[src/rtl/pwr_mode_pkg.sv]
package pwr_mode_pkg;

  typedef enum logic [2:0] {
    PS_FULL   = 3'd0,
    PS_DOZE   = 3'd1,
    PS_NAP    = 3'd2,
    PS_HSHAKE = 3'd3,
    PS_SETTLE = 3'd4,
    PS_SLEEP  = 3'd5
  } pwr_state_t;

  typedef enum logic [1:0] {
    MC_FULL  = 2'b00,
    MC_DOZE  = 2'b01,
    MC_NAP   = 2'b10,
    MC_SLEEP = 2'b11
  } mode_code_t;

  typedef struct packed {
    logic doze;
    logic nap;
    logic sleep;
  } mode_sel_t;

endpackage

[src/rtl/pms_mode_decode.sv]
module pms_mode_decode
  import pwr_mode_pkg::*;
#(
  parameter int CFG_W     = 16,
  parameter int DOZE_BIT  = 8,
  parameter int NAP_BIT   = 9,
  parameter int SLEEP_BIT = 10
) (
  input  logic [CFG_W-1:0] cfg,
  output mode_sel_t        sel
);

  localparam logic [CFG_W-1:0] MODE_MASK = (CFG_W'(1) << DOZE_BIT) |
                                           (CFG_W'(1) << NAP_BIT)  |
                                           (CFG_W'(1) << SLEEP_BIT);

  logic d_bit, n_bit, s_bit;
  logic unused_cfg_bits;

  assign d_bit = cfg[DOZE_BIT];
  assign n_bit = cfg[NAP_BIT];
  assign s_bit = cfg[SLEEP_BIT];

  // Bits outside the mode field are deliberately not decoded.
  assign unused_cfg_bits = ^(cfg & ~MODE_MASK);

  // A mode counts only when its bit is the single one set in the field.
  always_comb begin
    sel.doze  = d_bit & ~n_bit & ~s_bit;
    sel.nap   = n_bit & ~d_bit & ~s_bit;
    sel.sleep = s_bit & ~d_bit & ~n_bit;
  end

endmodule

[src/rtl/pms_interval.sv]
module pms_interval #(
  parameter int LEN = 4
) (
  input  logic clk,
  input  logic rst_n,
  input  logic start,
  output logic busy,
  output logic last
);

  localparam int W = $clog2(LEN + 1);

  logic [W-1:0] cnt_q, cnt_d;
  logic         cnt_en;

  assign busy   = (cnt_q != '0);
  assign last   = (cnt_q == W'(1));
  assign cnt_en = start | busy;

  always_comb begin
    cnt_d = cnt_q;
    if (start) begin
      cnt_d = W'(LEN);
    end else if (busy) begin
      cnt_d = cnt_q - W'(1);
    end
  end

  always_ff @(posedge clk or negedge rst_n) begin
    if (!rst_n) begin
      cnt_q <= '0;
    end else if (cnt_en) begin
      cnt_q <= cnt_d;
    end
  end

endmodule

[src/rtl/pms_fsm.sv]
module pms_fsm
  import pwr_mode_pkg::*;
(
  input  logic       clk,
  input  logic       rst_n,
  input  mode_sel_t  sel,
  input  logic       pwr_en,
  input  logic       bus_busy,
  input  logic       qack,
  input  logic       wake,
  input  logic       wake_ok,
  input  logic       settle_last,
  output pwr_state_t state_q,
  output logic       settle_start,
  output logic       relock_start
);

  pwr_state_t state_d;

  always_comb begin
    state_d      = state_q;
    settle_start = 1'b0;
    relock_start = 1'b0;
    unique case (state_q)
      PS_FULL: begin
        // A wake event outranks a pending power-down request.
        if (!wake && pwr_en) begin
          if (sel.doze) begin
            state_d = PS_DOZE;
          end else if (sel.nap && !bus_busy) begin
            state_d = PS_NAP;
          end else if (sel.sleep && !bus_busy) begin
            state_d = PS_HSHAKE;
          end
        end
      end
      PS_DOZE, PS_NAP: begin
        if (wake) state_d = PS_FULL;
      end
      PS_HSHAKE: begin
        if (wake) begin
          state_d = PS_FULL;
        end else if (qack) begin
          state_d      = PS_SETTLE;
          settle_start = 1'b1;
        end
      end
      PS_SETTLE: begin
        if (wake) begin
          state_d = PS_FULL;
        end else if (settle_last) begin
          state_d = PS_SLEEP;
        end
      end
      PS_SLEEP: begin
        if (wake && wake_ok) begin
          state_d      = PS_FULL;
          relock_start = 1'b1;
        end
      end
      default: state_d = PS_FULL;
    endcase
  end

  always_ff @(posedge clk or negedge rst_n) begin
    if (!rst_n) begin
      state_q <= PS_FULL;
    end else begin
      state_q <= state_d;
    end
  end

endmodule

[src/rtl/pms_gate_ctl.sv]
module pms_gate_ctl
  import pwr_mode_pkg::*;
(
  input  pwr_state_t state,
  input  logic       relock_busy,
  output logic       qreq,
  output logic       unit_en,
  output logic       tb_en,
  output logic       l2_ok,
  output mode_code_t code
);

  always_comb begin
    qreq    = 1'b0;
    unit_en = 1'b1;
    tb_en   = 1'b1;
    code    = MC_FULL;
    unique case (state)
      PS_FULL: ;
      PS_DOZE: begin
        unit_en = 1'b0;
        code    = MC_DOZE;
      end
      PS_NAP: begin
        unit_en = 1'b0;
        code    = MC_NAP;
      end
      PS_HSHAKE, PS_SETTLE: begin
        qreq = 1'b1;
      end
      PS_SLEEP: begin
        qreq    = 1'b1;
        unit_en = 1'b0;
        tb_en   = 1'b0;
        code    = MC_SLEEP;
      end
      default: ;
    endcase
    l2_ok = (state != PS_SLEEP) && !relock_busy;
  end

endmodule

[src/rtl/pwr_mode_seq.sv]
module pwr_mode_seq
  import pwr_mode_pkg::*;
#(
  parameter int CFG_W          = 16,
  parameter int DOZE_BIT       = 8,
  parameter int NAP_BIT        = 9,
  parameter int SLEEP_BIT      = 10,
  parameter int ENTRY_DLY      = 4,
  parameter int RELOCK_CYC     = 640,
  parameter int RST_SYNC_STAGES = 2
) (
  input  logic             clk,
  input  logic             rst_n,
  input  logic [CFG_W-1:0] cfg_reg,
  input  logic             pwr_en,
  input  logic             bus_busy,
  input  logic             quiesce_ack,
  input  logic             ext_irq,
  input  logic             smi_irq,
  input  logic             pll_stopped,
  input  logic             pll_locked,
  output logic             quiesce_req,
  output logic             unit_clk_en,
  output logic             tb_clk_en,
  output logic             l2_en_ok,
  output logic [1:0]       mode_code
);

  // Reset: asserted asynchronously, released on a clock edge.
  logic [RST_SYNC_STAGES-1:0] rst_pipe_q;
  logic                       core_rst_n;

  always_ff @(posedge clk or negedge rst_n) begin
    if (!rst_n) begin
      rst_pipe_q <= '0;
    end else begin
      rst_pipe_q <= {rst_pipe_q[RST_SYNC_STAGES-2:0], 1'b1};
    end
  end
  assign core_rst_n = rst_pipe_q[RST_SYNC_STAGES-1];

  mode_sel_t  sel;
  pwr_state_t state;
  mode_code_t code;
  logic       wake, wake_ok;
  logic       settle_start, settle_last, settle_busy;
  logic       relock_start, relock_busy, relock_last;
  logic       unused_tmr;

  assign wake       = ext_irq | smi_irq;
  assign wake_ok    = ~pll_stopped | pll_locked;
  assign unused_tmr = settle_busy ^ relock_last;

  pms_mode_decode #(
    .CFG_W    (CFG_W),
    .DOZE_BIT (DOZE_BIT),
    .NAP_BIT  (NAP_BIT),
    .SLEEP_BIT(SLEEP_BIT)
  ) u_decode (
    .cfg(cfg_reg),
    .sel(sel)
  );

  pms_fsm u_fsm (
    .clk         (clk),
    .rst_n       (core_rst_n),
    .sel         (sel),
    .pwr_en      (pwr_en),
    .bus_busy    (bus_busy),
    .qack        (quiesce_ack),
    .wake        (wake),
    .wake_ok     (wake_ok),
    .settle_last (settle_last),
    .state_q     (state),
    .settle_start(settle_start),
    .relock_start(relock_start)
  );

  pms_interval #(.LEN(ENTRY_DLY)) u_settle (
    .clk  (clk),
    .rst_n(core_rst_n),
    .start(settle_start),
    .busy (settle_busy),
    .last (settle_last)
  );

  pms_interval #(.LEN(RELOCK_CYC)) u_relock (
    .clk  (clk),
    .rst_n(core_rst_n),
    .start(relock_start),
    .busy (relock_busy),
    .last (relock_last)
  );

  pms_gate_ctl u_gate (
    .state      (state),
    .relock_busy(relock_busy),
    .qreq       (quiesce_req),
    .unit_en    (unit_clk_en),
    .tb_en      (tb_clk_en),
    .l2_ok      (l2_en_ok),
    .code       (code)
  );

  assign mode_code = code;

endmodule

[config.mk]
export PLATFORM = sky130hd
export DESIGN_NAME = pwr_mode_seq
export DESIGN_NICKNAME = d
export VERILOG_FILES = /design/src/rtl/pwr_mode_pkg.sv /design/src/rtl/pms_mode_decode.sv /design/src/rtl/pms_interval.sv /design/src/rtl/pms_fsm.sv /design/src/rtl/pms_gate_ctl.sv /design/src/rtl/pwr_mode_seq.sv
export SDC_FILE = /design/constraint.sdc
export NUM_CORES = 1
export LEC_CHECK = 0
export BUFFER_PORTS_ARGS = -buffer_cell sky130_fd_sc_hd__buf_2
export CAP_MARGIN = 20
export CELL_PAD_IN_SITES_DETAIL_PLACEMENT = 0
export CELL_PAD_IN_SITES_GLOBAL_PLACEMENT = 1
export CORE_MARGIN = 5
export CORE_UTILIZATION = 40
export CTS_CLUSTER_SIZE = 12
export DETAILED_ROUTE_END_ITERATION = 8
export GPL_ROUTABILITY_DRIVEN = 1
export PLACE_DENSITY = 0.83
export RECOVER_POWER = 100
export SETUP_SLACK_MARGIN = 0.4
export SLEW_MARGIN = 10
export SYNTH_ARGS = -nofsm -noshare
export SYNTH_HDL_FRONTEND = slang
export SYNTH_SLANG_ARGS = --single-unit
[constraint.sdc]
create_clock -name clk -period 5.85 [get_ports clk]
set_input_delay 1.755 -clock clk [delete_from_list [all_inputs] [get_ports clk]]
set_output_delay 1.755 -clock clk [all_outputs]
set_load 0.05 [all_outputs]
Yosys cells after proc, flatten, opt, wreduce, memory -nomap -nowiden:

Index checks and enable logic that the tools add are counted.

* add/sub/neg operators: 2
* $mul: 0
* div/mod/pow operators: 0
* order comparisons: 0
* eq/ne operators: 13
* shifts and indexed selects: 0
* multiplexer cells: 24
* bitwise logic cells: 14
* reductions and logical operators: 19

Operator list (number)
* 3-bit 2-to-1 mux: 12
* 10-bit 2-to-1 mux: 2
* 3-bit one-hot mux with 5 select lines: 1
* 10-bit nonzero test: 1
* 10-bit by 1-bit subtractor with 10-bit output, second input constant: 1
* 1-bit 2-to-1 mux: 8
* 1-bit bitwise AND: 6
* 3-bit by 1-bit equality test with 1-bit output, second input constant: 2
* 3-bit by 2-bit equality test with 1-bit output, second input constant: 2
* 3-bit equality test, second input constant: 2
* 2-bit by 1-bit != test with 1-bit output, second input constant: 3
* 3-bit by 2-bit != test with 1-bit output, second input constant: 2
* 2-bit one-hot mux with 3 select lines: 1
* 6-bit AND reduction: 1
* 3-bit OR reduction: 2
* 1-bit logical AND: 5
* 4-bit by 2-bit != test with 1-bit output, second input constant: 1
* 1-bit inverter: 4
* 1-bit bitwise OR: 4
* 2-bit AND reduction: 2
* 2-bit nonzero test: 2
* 1-bit zero test: 3
* 3-bit zero test: 1
* 3-bit != test, second input constant: 1
* other kinds (3): 3

* register bits after elaboration: 18
* latch bits: 0
* bits in writable memories: 0
* memory bits (read-only): 0
* input bits: 25
* output and inout bits: 6
* word-level logic and storage cells: 76
* memories: 0

Depth between registers and ports, before layout:

Gate-level depths: netlist (run 1).

* depth after elaboration: 9
* gate-level depth with buffers: 6
* mapped depth without buffers: 6

Cells and area by module:

From an unflattened synthesis (run 1), not the netlist that was laid out.

* cells, all modules: 125
* area, all modules: 1203.7 um^2

By module, submodules not included
* pms_interval (u_relock): times used 1, cells an instance 60, area an instance 574.3 um^2, sequential area each 250.2 um^2
* pms_fsm: times used 1, cells an instance 30, area an instance 279.0 um^2, sequential area each 75.1 um^2
* pms_interval (u_settle): times used 1, cells an instance 18, area an instance 198.9 um^2, sequential area each 75.1 um^2
* pwr_mode_seq: times used 1, cells an instance 5, area an instance 66.3 um^2, sequential area each 50.0 um^2
* pms_gate_ctl: times used 1, cells an instance 9, area an instance 62.6 um^2, sequential area each 0.0 um^2
* pms_mode_decode: times used 1, cells an instance 3, area an instance 22.5 um^2, sequential area each 0.0 um^2

Worst setup path before layout (run 1):

Ideal clock, no wire load.

* path kind: flip-flop to output port
* from: register u_relock.cnt_q[0]
* to: output port l2_en_ok
* arrival time: 2.271 ns
* data required time: 4.095 ns
* path slack: 1.824 ns
* cell stages (with the launch flop): 6
* buffers on the path: 0
* cells stage by stage: dfrtp_1 > inv_1 > ha_1 > or4b_1 > or3_1 > nor2_1

* cells in the longest elaborated chain, start to end: 3

RTL lines
* from (decl): RTL line pms_interval.sv:13 `logic [W-1:0] cnt_q, cnt_d;`
* from (signal assigned): RTL line pms_interval.sv:33 `cnt_q <= cnt_d;`
* 10-bit nonzero test: RTL line pms_interval.sv:16 `assign busy = (cnt_q != '0);`
* 1-bit zero test: RTL line pms_gate_ctl.sv:39 `l2_ok = (state != PS_SLEEP) && !relock_busy;`
* 1-bit logical AND: RTL line pms_gate_ctl.sv:39
* to (decl): RTL line pwr_mode_seq.sv:25 `output logic l2_en_ok,`

No other way between the ends.

Worst setup path after layout (run 1):

Ends and elaborated chain as after synthesis.

==> summary.txt, run 1 <==
Outcome
  • Status: complete, no violations

Route
  • Post-route ant nets: 0
  • Post-route DRC: 0
  • WL per Instance: 12.8 um
  • DR vias: between 900 and 1,000
  • Final WL: 2150 um
  • Iter 0 DRT Violations: 26
  • Post-DR vias/cell: between 5 and 6
  • DRT Pass-1 Iters: 4

STA
  • Setup repair after global routing missed its margin: no
  • Final Setup Violations: 0
  • Worst-margin pin slew: approximately 0.65 ns
  • Final Cycle Share: 0.759
  • Final worst slack: approximately 1.4 ns
  • Hold Vio Cnt, Final: 0
  • Final Max Tran Viols: 0
  • Clock period minus worst slack: 4.44 ns
  • Slew HR: 0.566
  • Final setup TNS: 0 ns
  • FMAX: roughly 230 MHz
  • Skew final: 0.00969 ns

Placement
  • Dpl hpwl: ~1600 um
  • RePlAce Congestion: just under 0.8
  • Placed Area: 1190 um^2
  • Worst slack at placement: ~2.0 ns
  • IO Port Bufs: 17

Power and ir drop
  • Maximum VDD drop: roughly 260 uV
  • Overall Power: between 0.0005 and 0.0006 W
  • Leakage power: 0.520 nW
  • Power density over the cells: between 400 and 500 nW/um^2

Synthesis
  • FFs w/ async S/R, synth: 1.00
  • Synth top area share: 0.417
  • Cell taking the most area after synthesis: dfrtp_1
  • Top cells by area, synth: dfrtp_1, ha_1, o21ai_0
  • Cell variety after synth: 38
  • Post-synth net total: 147
  • Mean Syn Cell Area: around 9.2 um^2
  • Area of the mapped netlist: ~1100 um^2
  • Synth Register Bits: 18
  • Post-synth top flop: dfrtp_1
  • Synth warn: 0
  • Synth Instances: around 120
  • Seq/Total Area, Yosys: 0.417
  • EDFF count, synth: 0

Finish
  • Core Util, Final: 0.486
  • Most common cell after layout, fill and taps aside: dfrtp_1
  • # nets final: 168
  • Commonest cells after routing, fill and taps aside: dfrtp_1, nor2_1
  • Area Overhead vs Synth: 13.3%
  • Diode count: 0
  • Share of layout cells above drive strength 1: 0.167
  • Post-route cell area: ~1200 um^2

Run
  • Max Cap Violations: 0

Global routing
  • First-pass GRT wire length: between 3000 and 4000 um
  • Number of global-route vias before repair: slightly above 900
  • Gr usage total: 0.134
  • Gr ovfl total: 0
  • Largest net degree at the start of global routing: 17
  • Initial antenna violation count: 0

Floorplan
  • Die Wd: approximately 62 um
  • Core area: about 2500 um^2
  • # IOs: 31
  • Starting Density: 0.429
  • Die area: 3840 um^2
  • # rows: 18
  • Chip Height: 62.0 um

Critical path
  • CP Data Arrival Time: around 2.7 ns
  • Crit. End Element: output pin
  • CP Max Fanout: 6
  • Worst R2R Path Depth: 6
  • Worst Setup Start Kind: flip-flop
  • CP Class: flip-flop to output pin
  • WP data required: between 4 and 5 ns

Worst hold path
  • Hold WC Path Type: flip-flop to asynchronous set/reset pin

CTS
  • TritonCTS buffer count: 3
  • CTS tree: done
  • Clock insertion delay at the later pin of the skew report: between 0.2 and 0.3 ns
  • Clk sink count: 18
  • Htree depth: 1
  • Worst-path clk slew: 0.11 ns
  • Post-CTS setup buffers: 0
  • CTS max path bufs: 2
  • CTS root buffer: clkbuf_4
  • CTS Hold Bufs: 0
  • Number of gates resized after cts: 0
==> kinds of logic (layout without fill, tap and decap cells) <==
kind of cell             after synthesis  after routing  synth area share
XOR/XNOR                               4              4            0.0324
multiplexers                           4              4            0.0394
buffers and inverters                 10             30            0.0359
AO/OA/AOI/OAI                         25             25             0.140
other                                  1              1           0.00347
flip-flops                            18             18             0.417
adder cells (fa/ha/maj)                4              4            0.0463
AND/OR/NAND/NOR                       52             52             0.286
==> power by group <==
part           switching, W  internal (W)
combinational      0.000119     0.0000991
sequential        0.0000637      0.000176
clock             0.0000383     0.0000379
total              0.000221      0.000313
==> area by class of cell <==
class	instances	area [um^2]
fillers	248	1300
multi-input cells	90	592
flip-flops and latches	18	450
repair buffers	18	78.8
well taps	30	37.5
clock buffers	4	36.3
inverters	8	30.0
==> worst paths after layout <==
| path | start | endpoint | slack, ns |
|---|---|---|---|
| max | u_relock.cnt_q[0] | l2_en_ok | 1.41 |
| min | rst_pipe_q[1] | u_settle.cnt_q[2] | 0.26 |
| max reg2reg | u_relock.cnt_q[0] | u_relock.cnt_q[7] | 3.62 |
| min reg2reg | rst_pipe_q[1] | u_settle.cnt_q[2] | 0.26 |
| max in group asynchronous | rst_n | rst_pipe_q[0] | 4.50 |
| min in group clk | rst_pipe_q[0] | rst_pipe_q[1] | 0.37 |
==> per-stage QoR <==
step           instances  hold WS (ns)
2_1_floorplan        118         0.200
3_3_place_gp         163         0.286
3_5_place_dp         163         0.297
4_1_cts              167         0.301
5_1_grt              168         0.340
6_report             168         0.263
==> synth_stat cells, types with 2 or more instances <==
library cell and number:
dfrtp_1 18, o21ai_0 9, nor2_1 11, inv_1 8
mux2_2 2, o2111ai_1 2, or4_4 2, nor2b_1 3
nand2b_1 2, or4b_2 2, xnor2_1 3, o31ai_1 2
mux2i_1 2, ha_1 4, or4_1 3, nor4_1 2
nor3_1 5, a21oi_1 7, or3_1 3, or2_2 2
nand2_1 9
==> registers in the layout, indices dropped and copies added (netlist names) <==
register / cells
rst_pipe_q: 2
u_settle.cnt_q: 3
u_fsm.state_q: 3
u_relock.cnt_q: 10
==> layer usage <==
metal,up-vias,GRT usage,part of all wire
met5,-,0,0
met1,452,0.166,0.44
met3,2,0.0372,0.036
li1,465,-,-
met2,15,0.234,0.52
met4,0,0.0273,0.0060
==> critical path: stages, from the launching register on <==
cell      delay (ns)
dfrtp_1         0.41
inv_1           0.09
ha_1            0.23
or4b_1          0.58
or3_1           0.48
nor2_1          0.12
clkbuf_1        0.48
Note: power is estimated with default switching activity, not from simulation.
==> run 2: changes to the inputs <==
--- a/config.mk
+++ b/config.mk
@@ -10,11 +10,11 @@
 export CELL_PAD_IN_SITES_DETAIL_PLACEMENT = 0
 export CELL_PAD_IN_SITES_GLOBAL_PLACEMENT = 1
 export CORE_MARGIN = 5
-export CORE_UTILIZATION = 40
+export CORE_UTILIZATION = 37
 export CTS_CLUSTER_SIZE = 12
 export DETAILED_ROUTE_END_ITERATION = 8
 export GPL_ROUTABILITY_DRIVEN = 1
-export PLACE_DENSITY = 0.83
+export PLACE_DENSITY = 0.78
 export RECOVER_POWER = 100
 export SETUP_SLACK_MARGIN = 0.4
 export SLEW_MARGIN = 10
==> constraint.sdc (replaced) <==
create_clock -name clk -period 4.6 [get_ports clk]
set_input_delay 1.38 -clock clk [delete_from_list [all_inputs] [get_ports clk]]
set_output_delay 1.38 -clock clk [all_outputs]
set_load 0.05 [all_outputs]
==> run 2 against run 1 <==
  * Sequential power increased by 26%
  * Critical path depth did not move
  * Sequential cell count did not move
  * Clock power is 30% higher
  * Worst setup slack worse by 0.86 ns
  * Worst hold slack got worse by 0.015 ns
  * Highest routed layer unchanged
==> summary.txt, run 2 (synthesized netlist as in run 1, its figures left out) <==
Finish
  • Area Overhead vs Synth: 13.0%
  • Area of the multi-input gates: slightly below 600 um^2
  • Share of layout cells above drive strength 1: 0.159
  • Most common cell after layout, fill and taps aside: dfrtp_1
  • Core Util, Final: 0.439
  • Register area: 450 um^2
  • Largest regs: u_relock.cnt_q (10), u_fsm.state_q (3), u_settle.cnt_q (3)
  • Diode count: 0
  • Fillers: about 280
  • Max FFs per register: 10
  • # nets final: ~170
  • Non-Filler Instances: about 170
  • Reg with most FFs: u_relock.cnt_q
  • Commonest cells after routing, fill and taps aside: dfrtp_1, nor2_1

STA
  • Final setup TNS: 0 ns
  • Worst-margin pin slew: roughly 0.68 ns
  • Slew HR: 0.545
  • FMAX: 247 MHz
  • Skew final: between 0.015 and 0.02 ns
  • Final worst slack: 0.554 ns
  • Clock period minus worst slack: ~4 ns
  • Final Setup Violations: 0
  • Final Max Tran Viols: 0
  • Final Cycle Share: 0.880
  • Hold Vio Cnt, Final: 0
  • Setup repair after global routing missed its margin: no

Run
  • Max Cap Violations: 0

CTS
  • CTS root buffer: clkbuf_4
  • Clk sink count: 18
  • Clock insertion delay at the later pin of the skew report: about 0.30 ns
  • Worst-path clk slew: 0.12 ns
  • TritonCTS buffer count: 3
  • Number of gates resized after cts: 0
  • CTS Hold Bufs: 0
  • Post-CTS setup buffers: 0
  • CTS max path bufs: 2
  • CTS tree: done
  • Htree depth: 1

Outcome
  • Status: complete, no violations

Power and ir drop
  • Maximum VDD drop: approximately 310 uV
  • Overall Power: about 0.00067 W
  • Power density over the cells: 551 nW/um^2
  • Leakage power: 0.520 nW

Floorplan
  • # rows: 19
  • Core area: between 2000 and 3000 um^2
  • Starting Density: 0.389
  • Die area: between 4000 and 5000 um^2
  • # IOs: 31
  • Chip Height: about 64 um
  • Die Wd: around 64 um

Placement
  • RePlAce Congestion: roughly 0.76
  • IO Port Bufs: 17
  • Worst slack at placement: approximately 1.1 ns
  • Dpl hpwl: between 1500 and 2000 um
  • Placed insts: ~160

Route
  • Highest metal used: met4
  • Met3 WL: 50 um
  • Metal-1 WL: roughly 960 um
  • Post-DR vias/cell: roughly 5.4
  • Iter 0 DRT Violations: 53
  • Post-route ant nets: 0
  • Met2 wire length: between 1000 and 1500 um
  • DRT Pass-1 Iters: 4
  • Final WL: around 2100 um
  • DR vias: between 900 and 1,000
  • WL per Instance: about 12 um
  • Post-route DRC: 0

Global routing
  • Number of global-route vias before repair: roughly 910
  • Largest net degree at the start of global routing: 17
  • First-pass GRT wire length: slightly below 4000 um
  • Gr ovfl total: 0
  • Initial antenna violation count: 0
  • Gr usage total: 0.114

Critical path
  • Crit. End Element: output pin
  • CP Data Arrival Time: 2.67 ns
  • WP data required: ~3.2 ns
  • CP Max Fanout: 6
  • Worst Setup Start Kind: flip-flop
  • CP Class: flip-flop to output pin

Worst hold path
  • Hold WC Path Type: flip-flop to asynchronous set/reset pin
==> run 2: worst max-delay path: stages, from the launching register on <==
cell and delay, ns:
dfrtp_1 0.41, inv_1 0.10, ha_1 0.23, or4b_1 0.56, or3_1 0.47, nor2_1 0.12, clkbuf_1 0.48
==> run 2: power by group <==
group / internal (W) / switching, W
Sequential: 0.000224 / 0.0000776
Clock: 0.0000482 / 0.0000508
Combinational: 0.000125 / 0.000147
==> run 2: area by class of cell <==
type                            instances  area share
Multi-Input combinational cell         90       0.481
Sequential cell                        18       0.369
Timing Repair Buffer                   18      0.0645
Tap cell                               31      0.0318
Clock buffer                            4      0.0297
Inverter                                8      0.0246
==> run 2: worst paths after layout <==
path                       slack [ns]               from  cells past startpoint                end
max                              0.55  u_relock.cnt_q[0]                      6           l2_en_ok
min                              0.25      rst_pipe_q[1]                      0  u_relock.cnt_q[6]
max reg2reg                      2.13  u_relock.cnt_q[0]                      6  u_relock.cnt_q[7]
min reg2reg                      0.25      rst_pipe_q[1]                      0  u_relock.cnt_q[6]
max in group asynchronous        3.62              rst_n                      1      rst_pipe_q[0]
min in group clk                 0.36      rst_pipe_q[0]                      0      rst_pipe_q[1]
==> run 2: through the flow <==
step | instance area, um^2 | hold slack, ns
detailed placement | 1200 | 0.290
CTS | 1230 | 0.291
global route | 1220 | 0.332
global placement | 1200 | 0.289
floorplan | 1080 | 0.200
finish | 1220 | 0.247
==> run 2: per-layer routing <==
| metal | GRT usage | vias to the layer above |
|---|---|---|
| met5 | 0 | - |
| met4 | 0.0234 | 0 |
| met3 | 0.0368 | 2 |
| met2 | 0.196 | 8 |
| met1 | 0.138 | 429 |
| li1 | - | 466 |
